### src/rtl/cfgload_pkg.sv
package cfgload_pkg;

  localparam int SYNC_LEN   = 4;
  localparam int SYNC_SEL_W = 2;

  typedef enum logic [2:0] {
    ST_IDLE,
    ST_SYNC,
    ST_DATA,
    ST_ABORT,
    ST_DONE
  } loadState_t;

  // strobes from control to the pad datapath
  typedef struct packed {
    logic                  cclkRise;
    logic                  cclkFall;
    logic                  busGrab;
    logic                  busFree;
    logic                  dirFlip;
    logic                  loadSync;
    logic                  loadData;
    logic [SYNC_SEL_W-1:0] syncSel;
  } padCmd_t;

endpackage

### src/rtl/cfgload_ctrl.sv
module cfgload_ctrl
  import cfgload_pkg::*;
#(
  parameter int HALF_DIV = 1,
  parameter int CNT_W    = 16
) (
  input  logic             clk,
  input  logic             rstN,
  input  logic             startReq,
  input  logic             abortReq,
  input  logic             inValid,
  input  logic [CNT_W-1:0] byteTotal,
  output logic             inReady,
  output logic             doneFlag,
  output padCmd_t          cmd
);

  localparam int HCW = (HALF_DIV > 1) ? $clog2(HALF_DIV) : 1;
  localparam logic [HCW-1:0] HALF_LAST = HCW'(HALF_DIV - 1);
  localparam logic [SYNC_SEL_W-1:0] SYNC_LAST = SYNC_SEL_W'(SYNC_LEN - 1);

  loadState_t            state, stateNx;
  logic [CNT_W-1:0]      remain, remNx;
  logic [SYNC_SEL_W-1:0] syncIdx, syncNx;
  logic [HCW-1:0]        halfCnt;
  logic                  slotOn, highPh;
  logic                  launch;
  logic                  halfEnd, slotEnd, midPt, boundary;

  assign halfEnd  = (halfCnt == HALF_LAST);
  assign slotEnd  = slotOn && highPh && halfEnd;
  assign midPt    = slotOn && !highPh && halfEnd;
  assign boundary = !slotOn || slotEnd;

  assign inReady  = boundary && (state == ST_DATA) && !abortReq && (remain != '0);
  assign doneFlag = (state == ST_DONE);

  always_comb begin
    cmd          = '0;
    cmd.cclkRise = midPt;
    cmd.cclkFall = slotEnd;
    cmd.syncSel  = syncIdx;
    stateNx      = state;
    remNx        = remain;
    syncNx       = syncIdx;
    launch       = 1'b0;
    if (boundary) begin
      unique case (state)
        ST_IDLE, ST_DONE: begin
          if (startReq) begin
            cmd.busGrab = 1'b1;
            remNx       = byteTotal;
            syncNx      = '0;
            stateNx     = ST_SYNC;
          end
        end
        ST_SYNC: begin
          if (abortReq) begin
            cmd.dirFlip = 1'b1;
            launch      = 1'b1;
            stateNx     = ST_ABORT;
          end else begin
            cmd.loadSync = 1'b1;
            launch       = 1'b1;
            syncNx       = syncIdx + 1'b1;
            if (syncIdx == SYNC_LAST) stateNx = ST_DATA;
          end
        end
        ST_DATA: begin
          if (abortReq) begin
            cmd.dirFlip = 1'b1;
            launch      = 1'b1;
            stateNx     = ST_ABORT;
          end else if (remain == '0) begin
            cmd.busFree = 1'b1;
            stateNx     = ST_DONE;
          end else if (inValid) begin
            cmd.loadData = 1'b1;
            launch       = 1'b1;
            remNx        = remain - 1'b1;
          end
        end
        ST_ABORT: begin
          cmd.busFree = 1'b1;
          stateNx     = ST_IDLE;
        end
        default: stateNx = ST_IDLE;
      endcase
    end
  end

  always_ff @(posedge clk or negedge rstN) begin
    if (!rstN) begin
      state   <= ST_IDLE;
      remain  <= '0;
      syncIdx <= '0;
      slotOn  <= 1'b0;
      highPh  <= 1'b0;
      halfCnt <= '0;
    end else begin
      state   <= stateNx;
      remain  <= remNx;
      syncIdx <= syncNx;
      if (launch) begin
        slotOn  <= 1'b1;
        highPh  <= 1'b0;
        halfCnt <= '0;
      end else if (slotEnd) begin
        slotOn  <= 1'b0;
        highPh  <= 1'b0;
        halfCnt <= '0;
      end else if (midPt) begin
        highPh  <= 1'b1;
        halfCnt <= '0;
      end else if (slotOn) begin
        halfCnt <= halfCnt + 1'b1;
      end
    end
  end

endmodule

### src/rtl/cfgload_pads.sv
module cfgload_pads
  import cfgload_pkg::*;
#(
  parameter int                         BYTE_W    = 8,
  parameter logic [SYNC_LEN*BYTE_W-1:0] SYNC_WORD = 32'hC3A5_5A3C
) (
  input  logic              clk,
  input  logic              rstN,
  input  padCmd_t           cmd,
  input  logic [BYTE_W-1:0] inData,
  output logic              cfgClk,
  output logic              cfgCsN,
  output logic              cfgWrN,
  output logic [BYTE_W-1:0] cfgData
);

  logic [BYTE_W-1:0] syncBytes [SYNC_LEN];

  for (genvar k = 0; k < SYNC_LEN; k++) begin : g_sync
    assign syncBytes[k] = SYNC_WORD[(SYNC_LEN-1-k)*BYTE_W +: BYTE_W];
  end

  always_ff @(posedge clk or negedge rstN) begin
    if (!rstN) begin
      cfgClk  <= 1'b0;
      cfgCsN  <= 1'b1;
      cfgWrN  <= 1'b1;
      cfgData <= '0;
    end else begin
      if (cmd.cclkRise)      cfgClk <= 1'b1;
      else if (cmd.cclkFall) cfgClk <= 1'b0;

      if (cmd.busGrab) begin
        cfgCsN <= 1'b0;
        cfgWrN <= 1'b0;
      end else if (cmd.busFree) begin
        cfgCsN <= 1'b1;
        cfgWrN <= 1'b1;
      end else if (cmd.dirFlip) begin
        cfgWrN <= 1'b1;
      end

      if (cmd.loadSync)      cfgData <= syncBytes[cmd.syncSel];
      else if (cmd.loadData) cfgData <= inData;
    end
  end

endmodule

### src/rtl/slave_cfg_loader.sv
module slave_cfg_loader
  import cfgload_pkg::*;
#(
  parameter int                  HALF_DIV  = 1,
  parameter int                  CNT_W     = 16,
  parameter int                  BYTE_W    = 8,
  parameter logic [SYNC_LEN*BYTE_W-1:0] SYNC_WORD = 32'hC3A5_5A3C
) (
  input  logic              clk,
  input  logic              rstN,
  input  logic              startReq,
  input  logic              abortReq,
  input  logic [CNT_W-1:0]  byteTotal,
  input  logic [BYTE_W-1:0] inData,
  input  logic              inValid,
  output logic              inReady,
  output logic              cfgClk,
  output logic              cfgCsN,
  output logic              cfgWrN,
  output logic [BYTE_W-1:0] cfgData,
  output logic              done
);

  padCmd_t cmd;

  cfgload_ctrl #(
    .HALF_DIV (HALF_DIV),
    .CNT_W    (CNT_W)
  ) u_ctrl (
    .clk       (clk),
    .rstN      (rstN),
    .startReq  (startReq),
    .abortReq  (abortReq),
    .inValid   (inValid),
    .byteTotal (byteTotal),
    .inReady   (inReady),
    .doneFlag  (done),
    .cmd       (cmd)
  );

  cfgload_pads #(
    .BYTE_W    (BYTE_W),
    .SYNC_WORD (SYNC_WORD)
  ) u_pads (
    .clk     (clk),
    .rstN    (rstN),
    .cmd     (cmd),
    .inData  (inData),
    .cfgClk  (cfgClk),
    .cfgCsN  (cfgCsN),
    .cfgWrN  (cfgWrN),
    .cfgData (cfgData)
  );

endmodule

### config.mk
export PLATFORM = sky130hd
export DESIGN_NAME = slave_cfg_loader
export DESIGN_NICKNAME = d
export VERILOG_FILES = /design/src/rtl/cfgload_pkg.sv /design/src/rtl/cfgload_ctrl.sv /design/src/rtl/cfgload_pads.sv /design/src/rtl/slave_cfg_loader.sv
export SDC_FILE = /design/constraint.sdc
export NUM_CORES = 1
export LEC_CHECK = 0
export BUFFER_PORTS_ARGS = -buffer_cell sky130_fd_sc_hd__buf_2
export CAP_MARGIN = 20
export CORE_UTILIZATION = 55
export CTS_CLUSTER_SIZE = 20
export DETAILED_ROUTE_END_ITERATION = 12
export PLACE_DENSITY = 0.76
export SLEW_MARGIN = 5
export SYNTH_ARGS = -nofsm -noshare
export SYNTH_HDL_FRONTEND = slang
export SYNTH_SLANG_ARGS = --single-unit
### constraint.sdc
create_clock -name clk -period 3.1 [get_ports clk]
set_input_delay 0.155 -clock clk [delete_from_list [all_inputs] [get_ports clk]]
set_output_delay 0.155 -clock clk [all_outputs]
set_load 0.005 [all_outputs]
==> flow_summary.ini, run 1 <==
[drt]
detail_route.first_pass.iterations = 4
via_per_inst = 5.766
antenna_left = 0
vias = 1822
wl_per_cell_um = 13.84
initialDrtViolationCount = 122
drt-total-wl_um = 4374
drc = 0

[sta]
setup_viol = 0
min_period_ns = 2.171
fin_worst_skew_ns = 0.01007
slew_viol_final = 0
rsz0062_at_grt = false
fin_crit_sh_pct = 70.03
tns_ns = 0
max_freq_mhz = 460.6
final_hold_viol_count = 0
max_slew.worst_pin.slew_ns = 0.9185
max-slew-margin-rel_pct = 38.77

[synthesis]
synth_cells = 229
syn_area_mm2 = 0.002126
synth_top_family_by_area = compound AO/OA/AOI/OAI gates
yosys.area_share.simple_pct = 19.95
syn_area_per_cell_um2 = 9.283
synth_fp_nets = 263
yosysSeqAreaShare_pct = 41.32
yosys_warnings = 0
yosys_register_bits = 35
ys.flop_type = dfrtp_1
synthXorXnorAreaFrac_pct = 0.4120
synthAdderAreaFrac_pct = 2.943
synth_compound_area_share_pct = 25.31
synth_edf_count = 0
synth.mux.area_fraction_pct = 3.767
synthArstFlopShare_pct = 100.0
ys_types = 55

[pwr]
comb_power_share_pct = 43.0
seq_power_share_pct = 39.0
p_leak_nw = 1.136
fin_total_pwr_mw = 2.326
power_switching_uw = 967.1
power_density_mw_per_mm2 = 954.6
power.share.clock_pct = 18.0
ir_drop_mv = 0.4340
power.internal_mw = 1.359
switching_share_pct = 41.58

[setup_path]
crit_fanout = 8
r2r_start = u_ctrl.remain[0]$_DFFE_PN0P_
crit_path_end_kind = register
start_kind = register
crit_required_ns = 3.27
critPathArrivalTime_ns = 2.34
r2r_slack_ns = 0.93
timing.rr.end = u_pads.cfgData[0]$_DFFE_PN0P_
rr_worst_depth = 7
worstSetupPathType = reg -> reg

[cells_and_area]
area_growth_pct = 14.60
final_cell_mix = 41 x buf_2, 33 x dfrtp_1, 29 x a21oi_1
num_antenna_cells = 0
fillers = 326
final_layout_size_suffix_gt1_share_pct = 24.63
area.sequential_um2 = 878.3
fin_area_mm2 = 0.002436
post-route-util_pct = 66.04
final_nets = 301
final_common_cell = buf_2
multi_input_area_mm2 = 0.001114
finalNonFillerCells = 316

[clocking]
cts_buffers = 5
clk_pin_slew_ns = 0.08
cts_tree = yes
clockBufferDepth = 2
clock-sinks = 35
cts-resized-gates = 0
htreeDepth = 2
cts_hold_buf = 1
insertion_delay_ns = 0.30
cts-root-buf = clkbuf_8
cts_setup_buffers = 0

[global_route]
track_usage_pct = 23.61
antenna_found_initial = 0
grt_pass1_wl_um = 7507
grt_pass1_vias = 1668
grt_max_degree = 36
grt_overflow = 0

[floorplanning]
core_mm2 = 0.003689
die_h_um = 64.17
pin_count = 42
start_util_pct = 57.63
die_w_um = 64.17
die_area_mm2 = 0.004118
rows = 22

[place]
portBuffers = 41
gp_congestion = 0.8311
dpl.hpwl_um = 3146
post_dp_cell_area_mm2 = 0.002313
dp.cells = 307

[run_status]
outcome = finished clean

[min_path]
holdPathEnd = u_ctrl.remain[13]$_DFFE_PN0P_
hold_path_depth = 3
worstHoldStart = byteTotal[13]
hp-class = in -> reg

[flow_run]
drv_cap = 0
[cell usage after synthesis, types with 2 or more instances]
master / instances / area, um^2
ha_1: 5 / 62.56
a21oi_1: 29 / 145.1
nand3b_1: 2 / 15.01
buf_6: 5 / 56.30
nor2_1: 20 / 75.07
clkbuf_1: 2 / 7.510
dfstp_2: 2 / 52.55
a31oi_1: 6 / 37.54
nor4_2: 2 / 25.02
o21ai_1: 12 / 60.06
nor4_1: 2 / 12.51
inv_1: 9 / 33.78
nand2b_1: 5 / 31.28
o21ai_0: 15 / 75.07
mux2i_1: 8 / 80.08
nor2b_1: 3 / 18.77
o211ai_1: 2 / 15.01
a21o_1: 2 / 15.01
a32oi_1: 2 / 17.52
o22ai_1: 4 / 25.02
buf_2: 4 / 20.02
nand4_1: 3 / 18.77
and3_1: 6 / 37.54
dfrtp_1: 33 / 825.8
and2_1: 2 / 12.51
nor3_1: 8 / 40.04
nand2_1: 8 / 30.03
[worst max-delay path, cell delays in order (launching register included)]
cell	delay, ns
dfrtp_1	0.40
inv_1	0.14
ha_1	0.16
nor4b_1	0.30
nand4_1	0.26
nand2b_1	0.45
mux2i_1	0.25
a21oi_1	0.09
[worst max-delay path by stage]
stage	startpoint	to	slack (ns)	depth (start not counted)
floorplan	u_ctrl.remain[0]$_DFFE_PN0P_	u_ctrl.state[1]$_DFFE_PN0P_	1.35	7
global placement	u_ctrl.remain[0]$_DFFE_PN0P_	u_pads.cfgData[5]$_DFFE_PN0P_	1.02	7
detailed placement	u_ctrl.remain[0]$_DFFE_PN0P_	u_pads.cfgData[0]$_DFFE_PN0P_	0.92	7
CTS	u_ctrl.remain[0]$_DFFE_PN0P_	u_pads.cfgData[0]$_DFFE_PN0P_	0.92	7
global route	u_ctrl.remain[0]$_DFFE_PN0P_	u_pads.cfgData[0]$_DFFE_PN0P_	0.60	7
finish	u_ctrl.remain[0]$_DFFE_PN0P_	u_pads.cfgData[0]$_DFFE_PN0P_	0.93	7
[power by group through the flow]
| stage | sequential (mW) | clock (mW) | combinational (mW) |
|---|---|---|---|
| detailed placement | 0.909 | 0 | 1.00 |
| global route | 0.939 | 0.451 | 1.14 |
| finish | 0.907 | 0.420 | 0.999 |
| global placement | 0.898 | 0 | 0.987 |
| CTS | 0.902 | 0.428 | 1.01 |
| floorplan | 0.848 | 0 | 0.815 |
[stage by stage]
step | setup WS, ns | hold WS [ns]
after floorplan | 1.353 | -0.1406
final | 0.9289 | 0.1246
after CTS | 0.9236 | 0.1229
after global placement | 1.017 | 0.2844
after global routing | 0.5993 | 0.1467
after detailed placement | 0.9185 | 0.2775
[area by class of cell]
class / count / area share (%)
Multi-Input combinational cell: 171 / 45.71
Tap cell: 48 / 2.465
Inverter: 9 / 1.387
Timing Repair Buffer: 45 / 9.759
Clock buffer: 5 / 2.825
Clock inverter: 3 / 1.798
Sequential cell: 35 / 36.06
[layer usage]
metal  up-vias  wire length, um  GRT usage [%]  share of wire (%)
met4         0               59          6.667                1.3
met1       852             2072          29.95                 47
li1        924                -              -                  -
met3         6              159          5.536                3.6
met5         -                0              0                  0
met2        40             2082          40.03                 48
[registers in the layout, indices dropped and copies added, names as in the netlist, 2 cells and up]
| name | cells |
|---|---|
| u_ctrl.state | 3 |
| u_ctrl.remain | 16 |
| u_ctrl.syncIdx | 2 |
| u_pads.cfgData | 8 |
[cell families after synthesis]
family / Yosys count
adders and majority gates: 5
muxes: 8
AOI/OAI and AO/OA: 87
DFF: 35
and+or+nand+nor: 70
xor gates and xnor gates: 1
buffers and inverters: 23
Note: power is estimated with default switching activity, not from simulation.
==> run 2, diff against run 1 <==
--- a/config.mk
+++ b/config.mk
@@ -7,10 +7,10 @@
 export LEC_CHECK = 0
 export BUFFER_PORTS_ARGS = -buffer_cell sky130_fd_sc_hd__buf_2
 export CAP_MARGIN = 20
-export CORE_UTILIZATION = 55
+export CORE_UTILIZATION = 50
 export CTS_CLUSTER_SIZE = 20
 export DETAILED_ROUTE_END_ITERATION = 12
-export PLACE_DENSITY = 0.76
+export PLACE_DENSITY = 0.72
 export SLEW_MARGIN = 5
 export SYNTH_ARGS = -nofsm -noshare
 export SYNTH_HDL_FRONTEND = slang
==> constraint.sdc (replaced) <==
create_clock -name clk -period 1.9 [get_ports clk]
set_input_delay 0.095 -clock clk [delete_from_list [all_inputs] [get_ports clk]]
set_output_delay 0.095 -clock clk [all_outputs]
set_load 0.005 [all_outputs]
==> flow_summary.ini, run 2 (synthesis results as in run 1) <==
[place]
gp_congestion = 0.8128
dp.cells = 325
dpl.hpwl_um = 3616
dpl_worst_slack_ns = 0.03086
portBuffers = 41

[clocking]
insertion_delay_ns = 0.30
clock-sinks = 35
htreeDepth = 2
clk_pin_slew_ns = 0.07
cts-root-buf = clkbuf_8
clockBufferDepth = 2
cts_tree = yes
cts_buffers = 5

[cells_and_area]
final_cell_mix = 40 x buf_2, 29 x a21oi_1, 29 x dfrtp_1
final_common_cell = buf_2
reg_top3 = u_ctrl.remain: 16 flops, u_pads.cfgData: 8 flops, u_ctrl.state: 3 flops
area_growth_pct = 28.43
largest_reg_flops = 16
num_antenna_cells = 0
multi_input_area_mm2 = 0.001165
final_layout_size_suffix_gt1_share_pct = 34.93
top_register = u_ctrl.remain
final_nets = 325
fillers = 333
finalNonFillerCells = 342
area.sequential_um2 = 883.3

[sta]
hold_slack_ns = 0.07360
slew_viol_final = 0
final_hold_viol_count = 0
rsz0062_at_grt = true
min_period_ns = 1.866
fin_worst_skew_ns = 0.01026
setup_viol = 0
fin_crit_sh_pct = 98.20
max_slew.worst_pin.slew_ns = 0.7984
max_freq_mhz = 536.0
max-slew-margin-rel_pct = 46.77
tns_ns = 0
setup_slack_ns = 0.03418

[pwr]
comb_power_share_pct = 47.7
power.share.clock_pct = 18.8
ir_drop_mv = 0.8919
power_density_mw_per_mm2 = 1606
p_leak_nw = 1.266
seq_power_share_pct = 33.6
power_switching_mw = 1.759
power.internal_mw = 2.627
fin_total_pwr_mw = 4.386
switching_share_pct = 40.10

[drt]
drc = 0
antenna_left = 0
initialDrtViolationCount = 124
detail_route.first_pass.iterations = 4
via_per_inst = 5.778
drt-total-wl_um = 5213
wl_per_cell_um = 15.24
vias = 1976

[setup_path]
timing.rr.end = u_pads.cfgData[1]$_DFFE_PN0P_
r2r_start = u_ctrl.remain[8]$_DFFE_PN0P_
worstSetupPathType = reg -> out
crit_required_ns = 1.80
rr_worst_depth = 7
r2r_slack_ns = 0.07
critPathArrivalTime_ns = 1.77
crit_path_end_kind = primary output
start_kind = register
crit_fanout = 3

[global_route]
grt_max_degree = 36
antenna_found_initial = 0
grt_overflow = 0
grt_pass1_wl_um = 8473
grt_pass1_vias = 1832
track_usage_pct = 25.40

[min_path]
hp-class = in -> reg
holdPathEnd = u_ctrl.remain[6]$_DFFE_PN0P_
hold_path_depth = 3
worstHoldStart = byteTotal[6]

[flow_run]
drv_cap = 0

[floorplanning]
core_mm2 = 0.004029
rows = 23
pin_count = 42
die_w_um = 67.21
start_util_pct = 52.76
die_h_um = 67.21
die_area_mm2 = 0.004517

[run_status]
outcome = finished clean
==> run 2: changes by cell type in the layout (fill, tap and decap cells not counted), sizes merged <==
cell | previous run | this run
clkinv | 2 | 0
clkinvlp | 0 | 1
bufinv | 1 | 2
buf | 44 | 68
==> run 2: cell type report <==
cell class | instances | area share, %
Clock buffer | 5 | 2.521
Sequential cell | 35 | 32.36
Inverter | 9 | 1.237
Timing Repair Buffer | 69 | 16.45
Multi-Input combinational cell | 171 | 42.67
Tap cell | 50 | 2.291
Clock inverter | 3 | 2.475
==> run 2: worst max-delay path by stage <==
stage	slack, ns	end	startpoint	cells after the start
after floorplan	0.15	u_ctrl.state[1]$_DFFE_PN0P_	u_ctrl.remain[0]$_DFFE_PN0P_	7
final	0.03	inReady	u_ctrl.remain[8]$_DFFE_PN0P_	5
after detailed placement	0.03	u_pads.cfgData[1]$_DFFE_PN0P_	u_ctrl.remain[0]$_DFFE_PN0P_	8
after global routing	-0.04	inReady	u_ctrl.remain[1]$_DFFE_PN0P_	7
after global placement	0.10	u_ctrl.remain[4]$_DFFE_PN0P_	u_ctrl.state[0]$_DFFE_PN0P_	6
after CTS	0.007	u_ctrl.remain[4]$_DFFE_PN0P_	u_ctrl.state[0]$_DFFE_PN0P_	6
==> run 2: stage by stage <==
stage / util [%] / area (um^2)
after global routing: 67.76 / 2730
after floorplan: - / 2126
final: 67.76 / 2730
after detailed placement: 61.09 / 2461
after CTS: 65.28 / 2630
after global placement: 61.09 / 2461
==> run 2: power by group through the flow <==
stage / clock [mW] / sequential [mW] / combinational, mW
floorplan: 0 / 1.38 / 1.33
finish: 0.824 / 1.47 / 2.09
global placement: 0 / 1.41 / 1.87
global route: 0.873 / 1.51 / 2.34
detailed placement: 0 / 1.43 / 1.91
CTS: 0.833 / 1.44 / 1.93
==> run 2: what timing repair did <==
item,CTS,global route
gates resized for setup,2,16
gates cloned,0,0
buffers inserted,1,7
hold buffers,1,0
pin swaps,1,5
endpoints found under the setup margin,1,21
hold endpoints to repair,33,0
==> run 2: layer usage <==
| layer | up-vias | routed length, um | track usage (%) |
|---|---|---|---|
| li1 | 971 | - | - |
| met1 | 951 | 2184 | 31.23 |
| met2 | 49 | 2738 | 42.88 |
| met3 | 5 | 226 | 5.912 |
| met4 | 0 | 63 | 9.840 |
| met5 | - | 0 | 0 |
==> run 2: critical path, stage by stage (launching register included) <==
cell	delay (ns)
dfrtp_1	0.43
nor4_4	0.37
nand4_1	0.20
buf_4	0.19
and3_4	0.17
buf_6	0.11
